File: config.mk
export PLATFORM = sky130hd
export DESIGN_NAME = bool_truth_unit
export DESIGN_NICKNAME = d
export VERILOG_FILES = /design/src/rtl/bool_unit_pkg.sv /design/src/rtl/bool_operand_sel.sv /design/src/rtl/bool_mux_array.sv /design/src/rtl/bool_ctrl_fsm.sv /design/src/rtl/bool_truth_unit.sv
export SDC_FILE = /design/constraint.sdc
export NUM_CORES = 1
export LEC_CHECK = 0
export BUFFER_PORTS_ARGS = -buffer_cell sky130_fd_sc_hd__buf_2
export CELL_PAD_IN_SITES_DETAIL_PLACEMENT = 1
export CELL_PAD_IN_SITES_GLOBAL_PLACEMENT = 2
export CORE_MARGIN = 4
export CORE_UTILIZATION = 24
export CTS_CLUSTER_DIAMETER = 50
export DETAILED_ROUTE_END_ITERATION = 8
export PLACE_DENSITY_LB_ADDON = 0.2
export SETUP_SLACK_MARGIN = 0.4
export SLEW_MARGIN = 20
export SYNTH_ARGS = -nofsm -noshare
export SYNTH_HDL_FRONTEND = slang
export SYNTH_SLANG_ARGS = --single-unit
File: constraint.sdc
create_clock -name clk -period 1.83 [get_ports clk]
set_clock_uncertainty 0.2 [all_clocks]
set_input_delay 0.366 -clock clk [delete_from_list [all_inputs] [get_ports clk]]
set_output_delay 0.366 -clock clk [all_outputs]
set_load 0.02 [all_outputs]
File: src/rtl/bool_unit_pkg.sv
package bool_unit_pkg;

    localparam int OPC_W     = 9;
    localparam int FUNC_W    = 4;
    localparam logic [2:0] GROUP_CODE = 3'b100;

    typedef enum logic [1:0] {
        MODE_TO_ACC  = 2'b00,
        MODE_IMM     = 2'b01,
        MODE_TO_MEM  = 2'b10,
        MODE_TO_BOTH = 2'b11
    } wb_mode_e;

    typedef enum logic {
        ST_IDLE = 1'b0,
        ST_EMIT = 1'b1
    } fsm_state_e;

endpackage

File: src/rtl/bool_operand_sel.sv
module bool_operand_sel
    import bool_unit_pkg::*;
#(
    parameter int WORD_W = 36,
    parameter int ADDR_W = 18
) (
    input  wb_mode_e            mode,
    input  logic [WORD_W-1:0]   mem_in,
    input  logic [ADDR_W-1:0]   eaddr,
    output logic [WORD_W-1:0]   m_opnd
);
    localparam int PAD_W = WORD_W - ADDR_W;

    logic [WORD_W-1:0] imm_ext;

    assign imm_ext = {{PAD_W{1'b0}}, eaddr};

    always_comb begin
        if (mode == MODE_IMM) begin
            m_opnd = imm_ext;
        end else begin
            m_opnd = mem_in;
        end
    end
endmodule

File: src/rtl/bool_mux_array.sv
module bool_mux_array
    import bool_unit_pkg::*;
#(
    parameter int WORD_W = 36
) (
    input  logic [FUNC_W-1:0]   table_bits,
    input  logic [WORD_W-1:0]   a_opnd,
    input  logic [WORD_W-1:0]   m_opnd,
    output logic [WORD_W-1:0]   r_out
);
    for (genvar g = 0; g < WORD_W; g++) begin : g_bit
        logic [1:0] pick;
        assign pick     = {~m_opnd[g], ~a_opnd[g]};
        assign r_out[g] = table_bits[pick];
    end
endmodule

File: src/rtl/bool_ctrl_fsm.sv
module bool_ctrl_fsm
    import bool_unit_pkg::*;
(
    input  logic     clk,
    input  logic     rst_n,
    input  logic     accept,
    input  logic     group_hit,
    input  wb_mode_e mode,
    output logic     done,
    output logic     acc_we,
    output logic     mem_we
);
    fsm_state_e state_q, state_d;

    always_comb begin
        state_d = state_q;
        unique case (state_q)
            ST_IDLE: state_d = accept ? ST_EMIT : ST_IDLE;
            ST_EMIT: state_d = accept ? ST_EMIT : ST_IDLE;
            default: state_d = ST_IDLE;
        endcase
    end

    always_ff @(posedge clk) begin
        if (!rst_n) begin
            state_q <= ST_IDLE;
        end else begin
            state_q <= state_d;
        end
    end

    always_ff @(posedge clk) begin
        if (!rst_n) begin
            acc_we <= 1'b0;
            mem_we <= 1'b0;
        end else if (accept) begin
            acc_we <= group_hit && (mode != MODE_TO_MEM);
            mem_we <= group_hit && (mode == MODE_TO_MEM || mode == MODE_TO_BOTH);
        end else begin
            acc_we <= 1'b0;
            mem_we <= 1'b0;
        end
    end

    assign done = (state_q == ST_EMIT);
endmodule

File: src/rtl/bool_truth_unit.sv
module bool_truth_unit
    import bool_unit_pkg::*;
#(
    parameter int WORD_W = 36,
    parameter int ADDR_W = 18
) (
    input  logic                 clk,
    input  logic                 rst_n,
    input  logic                 in_valid,
    output logic                 in_ready,
    input  logic [OPC_W-1:0]     opcode,
    input  logic [WORD_W-1:0]    acc_in,
    input  logic [WORD_W-1:0]    mem_in,
    input  logic [ADDR_W-1:0]    eaddr,
    output logic                 done,
    output logic [WORD_W-1:0]    result,
    output logic                 acc_we,
    output logic                 mem_we
);
    logic              ready_q;
    logic              accept;
    logic              group_hit;
    wb_mode_e          mode;
    logic [FUNC_W-1:0] table_bits;
    logic [WORD_W-1:0] m_opnd;
    logic [WORD_W-1:0] mux_out;
    logic [WORD_W-1:0] result_q;

    assign group_hit  = (opcode[8:6] == GROUP_CODE);
    assign table_bits = opcode[5:2];
    assign mode       = wb_mode_e'(opcode[1:0]);
    assign accept     = in_valid && ready_q;

    always_ff @(posedge clk) begin
        if (!rst_n) begin
            ready_q <= 1'b0;
        end else begin
            ready_q <= 1'b1;
        end
    end

    bool_operand_sel #(
        .WORD_W (WORD_W),
        .ADDR_W (ADDR_W)
    ) u_opsel (
        .mode   (mode),
        .mem_in (mem_in),
        .eaddr  (eaddr),
        .m_opnd (m_opnd)
    );

    bool_mux_array #(
        .WORD_W (WORD_W)
    ) u_mux (
        .table_bits (table_bits),
        .a_opnd     (acc_in),
        .m_opnd     (m_opnd),
        .r_out      (mux_out)
    );

    bool_ctrl_fsm u_fsm (
        .clk       (clk),
        .rst_n     (rst_n),
        .accept    (accept),
        .group_hit (group_hit),
        .mode      (mode),
        .done      (done),
        .acc_we    (acc_we),
        .mem_we    (mem_we)
    );

    always_ff @(posedge clk) begin
        if (!rst_n) begin
            result_q <= '0;
        end else if (accept) begin
            result_q <= group_hit ? mux_out : '0;
        end
    end

    assign result   = result_q;
    assign in_ready = ready_q;
endmodule

# == Yosys cells after proc, flatten, opt, wreduce, memory -nomap -nowiden ==
# Index checks and enable logic that the tools add are counted.
# totals
output_inout_bits,40
elab_cells,199
reg_bits,40
inputBits,102
# classes
reduce_logical,5
muxes,76
order_cmp,36
eq_ne,5
bitwise_logic,72
# op_table
op,count
$lt 2x3->1 const B,36
$bmux 1 s2,36
$mux 36,2
$not 1->1,72
$mux 1,38
$eq 2x2->1 const B,2
$eq 3x3->1 const B,1
$logic_and 1x1->1,3
$eq 2x1->1 const B,1
$ne 2x2->1 const B,1
$reduce_and 2->1,1
$logic_or 1x1->1,1

# == Depth between registers and ports, before layout ==
# Gate-level depths: netlist (run 1).
# depth
ltp_word,6
depth_mapped,6

# == Modules after synthesis ==
# From an unflattened synthesis (run 1), not the netlist that was laid out.
# unflattened
hier_cells,228
area_unflattened_um2,3020.4
# modules_own_cells
mod,area_per_inst_um2,n_inst,seq_area_each_um2,cells_per_inst
bool_truth_unit,1631.6,1,740.7,132
bool_mux_array,893.4,1,0.0,48
bool_operand_sel,407.9,1,0.0,41
bool_ctrl_fsm,87.6,1,60.1,7

# == Least setup slack after synthesis (run 1) ==
# No wires, ideal clock.
# synth_timing
kind,input port to flip-flop
startpoint,input port opcode[1]
endpoint,register result_q[31] (netlist: result[31])
required_time_ps,1513
slack_ps,0
cell_stages,6
n_path_buf,2
t_arrival_ps,1513
cell_sequence,nand2b_2 > buf_6 > buf_12 > nand2_2 > mux4_2 > a22o_1
# synth_via
elab_chain_cells,6
# synth_rtl
item,line_no,rtl
from (decl),bool_truth_unit.sv:11,"input logic [OPC_W-1:0] opcode,"
$eq 2x1->1,bool_operand_sel.sv:19,if (mode == MODE_IMM) begin
$mux 36,bool_operand_sel.sv:19,
$not 1->1,bool_mux_array.sv:13,"assign pick = {~m_opnd[g], ~a_opnd[g]};"
$bmux 1 s2,bool_mux_array.sv:14,assign r_out[g] = table_bits[pick];
$mux 1 (not written as such),bool_mux_array.sv:14,
$mux 36,bool_truth_unit.sv:76,result_q <= group_hit ? mux_out : '0;
to (signal assigned),bool_truth_unit.sv:76,
to (decl),bool_truth_unit.sv:27,logic [WORD_W-1:0] result_q;
# Every way passes these cells. The select of a mux whose other input is x is not followed.
# A chain may end at the register's enable or synchronous reset.

# == Worst setup path in the final report (run 1) ==
# layout_timing
startpoint,input port opcode[1]
endpoint,register result_q[32] (netlist: result[32])
# The elaborated chain is that of the path after synthesis.

==> results of run 1 <==
-- worst max-delay path, cell delays in order --
cell and delay, ns:
buf_8 0.10, nand2b_4 0.18, buf_12 0.18, nand2_4 0.06, mux4_2 0.48, a22o_1 0.20
-- worst max path at each step --
stage / depth (start not counted) / slack, ns / to / from
floorplan: 6 / 0.02 / result[18]$_SDFFE_PN0P_ / opcode[1]
global placement: 6 / -0.12 / result[5]$_SDFFE_PN0P_ / opcode[1]
detailed placement: 6 / -0.13 / result[3]$_SDFFE_PN0P_ / opcode[1]
CTS: 6 / 0.25 / result[34]$_SDFFE_PN0P_ / opcode[1]
global route: 6 / 0.20 / result[13]$_SDFFE_PN0P_ / opcode[1]
finish: 6 / 0.24 / result[32]$_SDFFE_PN0P_ / opcode[1]
-- where the power goes --
part	internal, mW	switching, mW
registers	0.881	0.00718
logic	0.304	0.233
clock network	0.301	0.320
total	1.49	0.560
-- metal layers --
metal / global-route usage / wire length (microns) / part of all wire
met1: 0.1830 / 3701 / 0.42
met2: 0.2478 / 4313 / 0.49
met3: 0.05493 / 687 / 0.078
met4: 0.02705 / 50 / 0.0057
met5: 0 / 34 / 0.0039
-- logic make-up (layout without fill, tap and decap cells) --
logic type | after synthesis | after routing | synth area share
buffers and inverters | 24 | 161 | 0.05836
muxes | 54 | 54 | 0.4127
AOI/OAI and AO/OA | 38 | 39 | 0.1376
DFF | 40 | 40 | 0.3335
and+or+nand+nor | 23 | 24 | 0.05784
-- cells in the final DEF (no fill, tap or decap), drive strengths merged --
cell type  netlist  routed
clkinv           0       2
buf              7     149
mux2i           18      18
clkbuf          16       9
a22o            36      36
mux4            36      36
nand2b           1       2
inv              1       1
dfxtp           40      40
and2             1       1
nand2           18      18
a21boi           2       3
and3             2       2
nor2             1       1
-- metrics by stage --
stage,hold WS [ns],instances
after global placement,0.2557,436
final,0.04410,451
after global routing,0.02867,451
after floorplan,0.1937,179
after CTS,0.02756,449
after detailed placement,0.2544,436
-- synthesized netlist by cell type --
cell type,count
dfxtp_1,40
a22o_1,36
mux4_2,36
mux2i_1,18
clkbuf_1,16
nand2_2,10
nand2_1,6
and3_1,2
buf_12,2
buf_2,2
buf_6,2
nand2_4,2
a21boi_0,1
a21boi_1,1
and2_1,1
buf_1,1
inv_1,1
nand2b_2,1
nor2_1,1
-- flip-flops by register name, indices dropped and copies added, names as in the netlist --
register	flops
in_ready	1
u_fsm.mem_we	1
u_fsm.acc_we	1
result	36
u_fsm.done	1
-- timing repair --
item,4_1_cts,5_1_grt
setup endpoints to repair,37,45
gates cloned,2,0
gates resized for setup,17,18
pin swaps,3,2
setup buffers,3,2
-- area by class of cell --
type                       count  area [sq um]
fill                        1115          6231
multi-input combinational    117          1602
timing repair buffer         152         873.3
sequential                    40         805.8
tap                          133         166.4
clock buffer                   6         82.58
clock inverter                 2         10.01
inverter                       1         3.754
==> impl_results.md, run 1 <==
* Num Clock Sinks at 40
* Vias in the first global route at 2377
* Fin util at 0.3625
* CTS Hold Bufs at 0
* Avg Cell Area, Syn at 13.41 sq um
* Overall power at 2.046 mW
* Crit Path Class: input pin to flip-flop
* Max Clk Rate at 0.6282 GHz
* GPL Wtd Cong at 0.6964
* Slew @ Worst Pin at 0.6837 ns
* Initial core utilization at 0.2456
* DRT Wirelength at 8786 microns
* Fin. max-slew vios at 0
* Core Box Area at 0.009774 sq mm
* Post-synthesis sequential area ratio at 0.3335
* Synth warn at 0
* H-tree depth at 2
* Synth Instances at 179
* Hold_sp: rst_n
* Power Dens Cells at 577.3 mW/mm^2
* Die width at 108.0 microns
* Area growth from synthesis to layout at 47.58%
* I/O pin total at 142
* Initial antenna violation count at 2
* Wire length per cell at 19.48 microns
* Largest net degree at the start of global routing at 37
* First-iteration detailed-routing DRC count at 53
* Netlist cell types at 19
* Fin worst setup slack at 0.2382 ns
* Fin crit share at 0.8698
* Synth top area share at 0.3377
* Slew margin rel. at 0.5442
* Post-synth top area cell: mux4_2
* Crit Reg-Reg Startpoint: in_ready$_DFF_P_
* DP HPWL at 5864 microns
* Die footprint at 0.01167 sq mm
* CTS tree: done
* Routed vias at 2158
* CP Capture Type: flip-flop
* Latest clock arrival within the worst-skew pair at 0.29 ns
* Max FO, Critical Path at 10
* Hold Path Class: input pin to flip-flop
* Hold Path Stages at 1
* Vias/cell at 4.785
* Post-synthesis net count at 281
* Unrepaired setup endpoints after global routing: true
* Leakage Power at 1.685 nW
* Worst flop-to-flop path endpoint: result[15]$_SDFFE_PN0P_
* Outcome: finished clean
* Required time of the critical path at 1.82 ns
* First-pass GRT wire length at 13070 microns
* Clock tree buffer depth at 2
* Post-place setup slack at -0.1269 ns
* GRT Resource Usage Total at 0.1474
* Layout cells sized above 1 at 0.7138
* CTS Buf Count at 5
* GRT Residual Overflow at 0
* Final ANT Viol Nets at 0
* # DRC at 0
* Data arrival, critical path at 1.58 ns
* DR pass1 iterations at 4
* R2R Setup Slk at 0.42 ns
* Post-Syn Area at 0.002401 sq mm
* Minimum clock period at 1.592 ns
* Max Cap Viol at 0
* Depth of the most critical reg-to-reg path at 2
* Dpl cell area at 0.003279 sq mm
* Top post-synthesis cells by area: mux4_2 (34%), dfxtp_1 (33%), a22o_1 (13%), mux2i_1 (7.5%), nand2_2 (2.6%)
* Maximum vdd drop at 0.2717 mV
* CP startpoint kind: input pin
* # diodes at 0
* Endpoints failing setup at 0
* Yosys reg bits at 40
* Clk pin slew, worst setup/hold paths at 0.08 ns
* Hold Fails Final Rpt at 0
* Final instance area at 0.003543 sq mm
* Final nets at 419
* IO buf count at 141
* Setup tns final at 0 ns
* Die height at 108.0 microns
* WHS Endpoint: in_ready$_DFF_P_
* Num rows at 36
* Root buffer cell: clkbuf_8
Power figures use the tool's default switching activity.
==> inputs of run 2 (changes only) <==
BUFFER_PORTS_ARGS = -buffer_cell sky130_fd_sc_hd__buf_4   (was -buffer_cell sky130_fd_sc_hd__buf_2)
==> run 2 against run 1 <==
  * Sequential cell count unchanged
  * Maximum frequency decreased by 1.6%
  * Final cell count increased by 0.44%
  * Critical path type unchanged
  * Critical endpoint is now result[33]$_SDFFE_PN0P_
  * Largest cell class unchanged
  * Largest power group unchanged
  * Highest routed layer is now met4
==> impl_results.md, run 2 (same netlist as run 1, synthesis figures left out) <==
* Largest net degree at the start of global routing at 37 (unchanged)
* Core Box Area at 0.009774 sq mm (unchanged)
* GPL Wtd Cong at 0.6889 (-1.1%)
* CP startpoint kind: input pin
* Endpoints failing setup at 0 (unchanged)
* GRT Resource Usage Total at 0.1475 (about the same)
* CTS Buf Count at 5 (unchanged)
* Max Cap Viol at 0 (unchanged)
* I/O pin total at 142 (unchanged)
* Slew @ Worst Pin at 0.4003 ns (-0.2834 ns)
* Die height at 108.0 microns (unchanged)
* Maximum vdd drop at 0.3197 mV (+18%)
* Max FFs per register at 36 (unchanged)
* # DRC at 0 (unchanged)
* Initial antenna violation count at 0 (-2)
* Logic gate share of total power at 0.290 (+0.028)
* Sw frac at 0.2586 (-0.01501)
* P_int at 1.575 mW (+6.0%)
* Placed instance count at 436 (unchanged)
* Num rows at 36 (unchanged)
* Die width at 108.0 microns (unchanged)
* CP Capture Type: flip-flop
* Vias/cell at 4.839 (+1.1%)
* Final nets at 421 (+0.48%)
* Commonest cells after routing, fill and taps aside: buf_4 (141), dfxtp_1 (39), mux4_2 (36), a22o_1 (36)
* First-pass GRT wire length at 13170 microns (+0.74%)
* First-iteration detailed-routing DRC count at 50 (-5.7%)
* IO buf count at 141 (unchanged)
* Number of filler cells placed in the layout at 1087 (-2.5%)
* Non-Filler Instances at 453 (+0.44%)
* Area growth from synthesis to layout at 65.66%
* CTS tree: done
* Cells along the critical path: buf_8 -> nand2b_4 -> clkbuf_16 -> nand2_4 -> mux4_2 -> a22o_1
* DRT Wirelength at 9032 microns (+2.8%)
* Final ANT Viol Nets at 0 (unchanged)
* Max Clk Rate at 0.6179 GHz (-1.6%)
* Die footprint at 0.01167 sq mm (unchanged)
* Data arrival, critical path at 1.60 ns (+0.02 ns)
* Clock power share at 0.291 (-0.013)
* Fin. max-slew vios at 0 (unchanged)
* Critical path's largest stage delay at 0.48 ns (about the same)
* Root buffer cell: clkbuf_8
* Commonest non-fill, non-tap cell in the layout: buf_4
* Hold Path Class: input pin to flip-flop
* Layout cells sized above 1 at 0.6844 (-0.02946)
* H-tree depth at 2 (unchanged)
* Crit Reg-Reg Startpoint: in_ready$_DFF_P_
* Fin crit share at 0.8843 (+0.01449)
* Outcome: finished clean
* Slew margin rel. at 0.7331 (+0.1890)
* DP HPWL at 5867 microns (about the same)
* Clock tree buffer depth at 2 (unchanged)
* GRT Residual Overflow at 0 (unchanged)
* Wire length per cell at 19.94 microns (+2.3%)
* Num Clock Sinks at 40 (unchanged)
* Max FO, Critical Path at 5 (-5)
* CP max stage cell: mux4_2
* P_sw at 0.5492 mW (-1.9%)
* Worst path top cell family by delay: multiplexers
* Required time of the critical path at 1.81 ns (about the same)
* Crit Path Class: input pin to flip-flop
* Hold_sp: opcode[0]
* Vias in the first global route at 2409 (+1.3%)
* Minimum clock period at 1.618 ns (+0.02652 ns)
* Initial core utilization at 0.2456 (unchanged)
* # diodes at 0 (unchanged)
* Hold Fails Final Rpt at 0 (unchanged)
* Clk pin slew, worst setup/hold paths at 0.08 ns (about the same)
* Latest clock arrival within the worst-skew pair at 0.28 ns (about the same)
* Leakage Power at 1.829 nW (+8.5%)
* Buf/Inv on CP at 2 (unchanged)
* Power Dens Cells at 533.9 mW/mm^2 (-7.5%)
* Sequential power share at 0.418 (-0.016)
* Routed vias at 2192 (+1.6%)
* DR pass1 iterations at 4 (unchanged)
* Fin util at 0.4069 (+0.04442)
* Unrepaired setup endpoints after global routing: true
* Origin of the worst setup path: opcode[1]
-- run 2: path summary, 6_finish.rpt --
| check | to | slack, ns | depth (start not counted) |
|---|---|---|---|
| worst max-delay path | result[33]$_SDFFE_PN0P_ | 0.21 | 6 |
| worst min-delay path | u_fsm.acc_we$_SDFF_PN0_ | 0.14 | 3 |
| worst max register to register | result[33]$_SDFFE_PN0P_ | 0.33 | 4 |
| worst min register to register | result[22]$_SDFFE_PN0P_ | 0.28 | 1 |
-- run 2: cell type report --
cell class,instances,area (sq um),share of cell area
Clock buffer,8,90.09,0.02265
Inverter,1,3.754,0.0009437
Multi-Input combinational cell,116,1574,0.3957
Sequential cell,40,802.0,0.2016
Tap cell,133,166.4,0.04184
Timing Repair Buffer,155,1341,0.3372
-- run 2: repair_timing --
| item | CTS | global route |
|---|---|---|
| gates cloned | 1 | 4 |
| buffers inserted | 3 | 0 |
| endpoints found under the setup margin | 37 | 37 |
| pin swaps | 2 | 17 |
| gates resized for setup | 7 | 9 |
| endpoints found under the hold margin | 1 | 0 |
| hold buffers | 1 | 0 |
-- run 2: per-layer routing --
layer  vias up  wire length, microns  GRT usage
li1        999                     -          -
met1      1109                  3991     0.1937
met2        82                  4373     0.2416
met3         2                   638    0.04597
met4         0                    29    0.02705
met5         -                     0          0
-- run 2: stage by stage --
step	hold WS, ns	worst slack (ns)	cell area [sq um]	power, mW	setup TNS, ns
floorplan	0.1937	0.02179	2471	1.217	0
global placement	0.2635	-0.1319	3637	1.473	-3.914
detailed placement	0.2693	-0.1621	3665	1.486	-3.195
CTS	0.1481	0.2204	3856	2.144	0
global route	0.1418	0.1965	3978	2.238	0
finish	0.1442	0.2117	3978	2.124	0
-- run 2: power groups by stage --
stage | clock network, mW | registers, mW | logic (mW)
after floorplan | 0 | 0.922 | 0.295
after global placement | 0 | 0.909 | 0.564
after detailed placement | 0 | 0.909 | 0.577
after CTS | 0.658 | 0.889 | 0.597
after global routing | 0.687 | 0.891 | 0.660
final | 0.618 | 0.889 | 0.617
-- run 2: worst reg2reg max path, delay by kind of cell, from the launching register on --
kind                   cells  cell delay, ns
AND/OR/NAND/NOR            2            0.36
AO/OA/AOI/OAI              1            0.20
buffers and inverters      1            0.30
flip-flops                 1            0.34
==> inputs of run 3 (changes only) <==
CORE_UTILIZATION = 26   (was 24)
SYNTH_HIERARCHICAL = 1   (was unset)
==> run 3 against run 2 <==
  * Area after synthesis is 26% higher
  * Cell area increased by 16%
  * Register-to-register slack improved by 0.09 ns
  * Maximum frequency down 3.8%
  * Final cell count increased by 14%
  * Die area rose by 15%
  * Critical path type unchanged
  * Critical endpoint is now result[9]$_SDFFE_PN0P_
==> impl_results.md, run 3 <==
* Minimum clock period at 1.682 ns (+0.06360 ns)
* Hold Fails Final Rpt at 0 (unchanged)
* Die width at 115.8 microns (+7.2%)
* First-pass GRT wire length at 16930 microns (+29%)
* Die footprint at 0.01341 sq mm (+15%)
* Wire length per cell at 22.00 microns (+10%)
* EDFF count, synth at 0 (unchanged)
* CP max stage cell: mux2_4
* Logic gate share of total power at 0.296 (+0.006)
* CTS tree: done
* GPL Wtd Cong at 0.7256 (+5.3%)
* P_sw at 0.6597 mW (+20%)
* Most instantiated library cell after synthesis: dfxtp_1
* DP HPWL at 8037 microns (+37%)
* Largest net degree at the start of global routing at 22 (-41%)
* DRT Wirelength at 11330 microns (+25%)
* Top post-synthesis cells by area: dfxtp_1 (27%), mux4_2 (22%), o2bb2ai_2 (14%), nand4_1 (7.5%), mux4_1 (5.2%)
* Sw frac at 0.2567 (-0.001866)
* Fin. max-slew vios at 0 (unchanged)
* Sequential power share at 0.347 (-0.071)
* CP Capture Type: flip-flop
* Maximum vdd drop at 0.3331 mV (+4.2%)
* Synth top cells by count: dfxtp_1 (40), nand4_1 (36), mux4_2 (30)
* Most used DFF post-synth: dfxtp_1
* Commonest cells after routing, fill and taps aside: buf_4 (158), dfxtp_1 (38), nand4_1 (36), mux4_2 (32), o2bb2ai_2 (29)
* First-iteration detailed-routing DRC count at 111 (+120%)
* Buf/Inv on CP at 3 (+1)
* Post-synth top area cell: dfxtp_1
* Power Dens Cells at 556.3 mW/mm^2 (+4.2%)
* R2R Setup Slk at 0.42 ns (+0.09 ns)
* Fin crit share at 0.9191 (+0.03475)
* Async S/R FF share, synth at 0 (unchanged)
* Unrepaired setup endpoints after global routing: true
* # diodes at 0 (unchanged)
* Post-Syn Area at 0.003020 sq mm (+26%)
* CP startpoint kind: input pin
* Crit Path Class: input pin to flip-flop
* Root buffer cell: clkbuf_16
* Clk pin slew, worst setup/hold paths at 0.06 ns (-0.02 ns)
* Slew @ Worst Pin at 0.2424 ns (-0.1579 ns)
* Critical path's largest stage delay at 0.29 ns (-0.19 ns)
* Num rows at 39 (+8.3%)
* Endpoints failing setup at 0 (unchanged)
* Routed vias at 2687 (+23%)
* Num Clock Sinks at 40 (unchanged)
* Max Clk Rate at 0.5946 GHz (-3.8%)
* Initial core utilization at 0.2645 (+0.01887)
* Layout cells sized above 1 at 0.7473 (+0.06294)
* GRT Residual Overflow at 0 (unchanged)
* Dpl cell area at 0.004262 sq mm (+16%)
* Data arrival, critical path at 1.65 ns (+0.05 ns)
* Max Cap Viol at 0 (unchanged)
* Area growth from synthesis to layout at 52.94%
* Cells along the critical path: buf_8 -> nor2b_4 -> buf_12 -> clkbuf_16 -> mux2_4 -> mux4_2 -> nand4_1 -> o2bb2ai_2
* Post-synthesis net count at 330 (+17%)
* # DRC at 0 (unchanged)
* CP Depth at 8 (+2)
* Leakage Power at 1.926 nW (+5.4%)
* GRT Resource Usage Total at 0.1642 (+0.01664)
* Die height at 115.8 microns (+7.2%)
* Depth of the most critical reg-to-reg path at 4 (unchanged)
* Final instance area at 0.004619 sq mm (+16%)
* Vias/cell at 5.217 (+7.8%)
* Post-synthesis sequential area ratio at 0.2651 (-0.06839)
* Final nets at 474 (+13%)
* Placed instance count at 500 (+15%)
* Outcome: finished clean
* Yosys reg bits at 40 (unchanged)
* Synth warn at 6 (+6)
* Clock tree buffer depth at 2 (unchanged)
* DR pass1 iterations at 4 (unchanged)
* CTS Buf Count at 5 (unchanged)
* Latest clock arrival within the worst-skew pair at 0.28 ns (about the same)
* Initial antenna violation count at 0 (unchanged)
* Non-Filler Instances at 515 (+14%)
* H-tree depth at 2 (unchanged)
* Netlist cell types at 23 (+4)
* Hold Path Stages at 3 (unchanged)
* Final ANT Viol Nets at 0 (unchanged)
* Vias in the first global route at 2938 (+22%)
* Max FFs per register at 36 (unchanged)
* IO buf count at 141 (unchanged)
* P_int at 1.910 mW (+21%)
* I/O pin total at 142 (unchanged)
* Commonest non-fill, non-tap cell in the layout: buf_4
* Synth top area share at 0.2651 (-0.07256)
* Slew margin rel. at 0.8384 (+0.1053)
* Synth Instances at 228 (+27%)
* Avg Cell Area, Syn at 13.25 sq um (-1.2%)
* Max FO, Critical Path at 5 (unchanged)
* CTS Hold Bufs at 0 (-1)
* Overall power at 2.570 mW (+21%)
* Number of filler cells placed in the layout at 1239 (+14%)
* Core Box Area at 0.01142 sq mm (+17%)
* Hold Path Class: input pin to flip-flop
* Required time of the critical path at 1.80 ns (about the same)
* Clock power share at 0.357 (+0.066)
* Worst path top cell family by delay: multiplexers
## run 3: power groups by stage
| stage | logic [mW] | clock network, mW | registers (mW) |
|---|---|---|---|
| 2_1_floorplan | 0.387 | 0 | 0.925 |
| 3_3_place_gp | 0.690 | 0 | 0.915 |
| 3_5_place_dp | 0.697 | 0 | 0.915 |
| 4_1_cts | 0.729 | 0.962 | 0.892 |
| 5_1_grt | 0.809 | 1.00 | 0.893 |
| 6_report | 0.759 | 0.918 | 0.892 |
## run 3: tightest hold or removal path, delay by kind of cell
| family | cells | cell delay, ns |
|---|---|---|
| AND/OR/NAND/NOR | 2 | 0.24 |
| buffers and inverters | 1 | 0.08 |
## run 3: through the flow
| stage | worst slack (ns) | hold slack, ns | util | setup TNS [ns] |
|---|---|---|---|---|
| finish | 0.1481 | 0.2383 | 0.4046 | 0 |
| global route | 0.1197 | 0.2542 | 0.4046 | 0 |
| CTS | 0.1527 | 0.2563 | 0.3939 | 0 |
| detailed placement | -0.1376 | 0.2509 | 0.3732 | -2.070 |
| global placement | -0.1154 | 0.2497 | 0.3732 | -1.810 |
| floorplan | 0.05783 | 0.1937 | - | 0 |
## run 3: repair_timing
item,in CTS,in global routing
setup endpoints to repair,37,37
pin swaps,10,7
gates cloned,1,3
endpoints found under the hold margin,0,0
resized for setup,14,14
setup buffers,3,1
## run 3: cells by family after synthesis
kind of cell	Yosys count	share of synthesized area
AO/OA/AOI/OAI	37	0.1711
buffers and inverters	35	0.07580
flip-flops	40	0.2651
multiplexers	54	0.3554
AND/OR/NAND/NOR	62	0.1326
## run 3: area by class of cell
| class | count | area, sq um | share of cell area |
|---|---|---|---|
| multi-input cells | 153 | 2056 | 0.4450 |
| clock buffers | 7 | 152.6 | 0.03304 |
| inverters | 1 | 3.754 | 0.0008126 |
| repair buffers | 171 | 1423 | 0.3080 |
| well taps | 143 | 178.9 | 0.03873 |
| flip-flops and latches | 40 | 805.8 | 0.1744 |
## run 3: path summary, 6_finish.rpt
path,startpoint,end
setup / recovery,opcode[0],result[9]$_SDFFE_PN0P_
hold reg to reg,result[31]$_SDFFE_PN0P_,result[31]$_SDFFE_PN0P_
setup reg to reg,in_ready$_DFF_P_,result[31]$_SDFFE_PN0P_
hold / removal,opcode[0],u_fsm/acc_we$_SDFF_PN0_
## run 3: metal layers
| metal | GRT usage | up-vias | share of wire |
|---|---|---|---|
| li1 | - | 1231 | - |
| met1 | 0.2105 | 1360 | 0.41 |
| met2 | 0.2835 | 89 | 0.52 |
| met3 | 0.03864 | 7 | 0.065 |
| met4 | 0.03326 | 0 | 0.0074 |
| met5 | 0 | - | 0 |
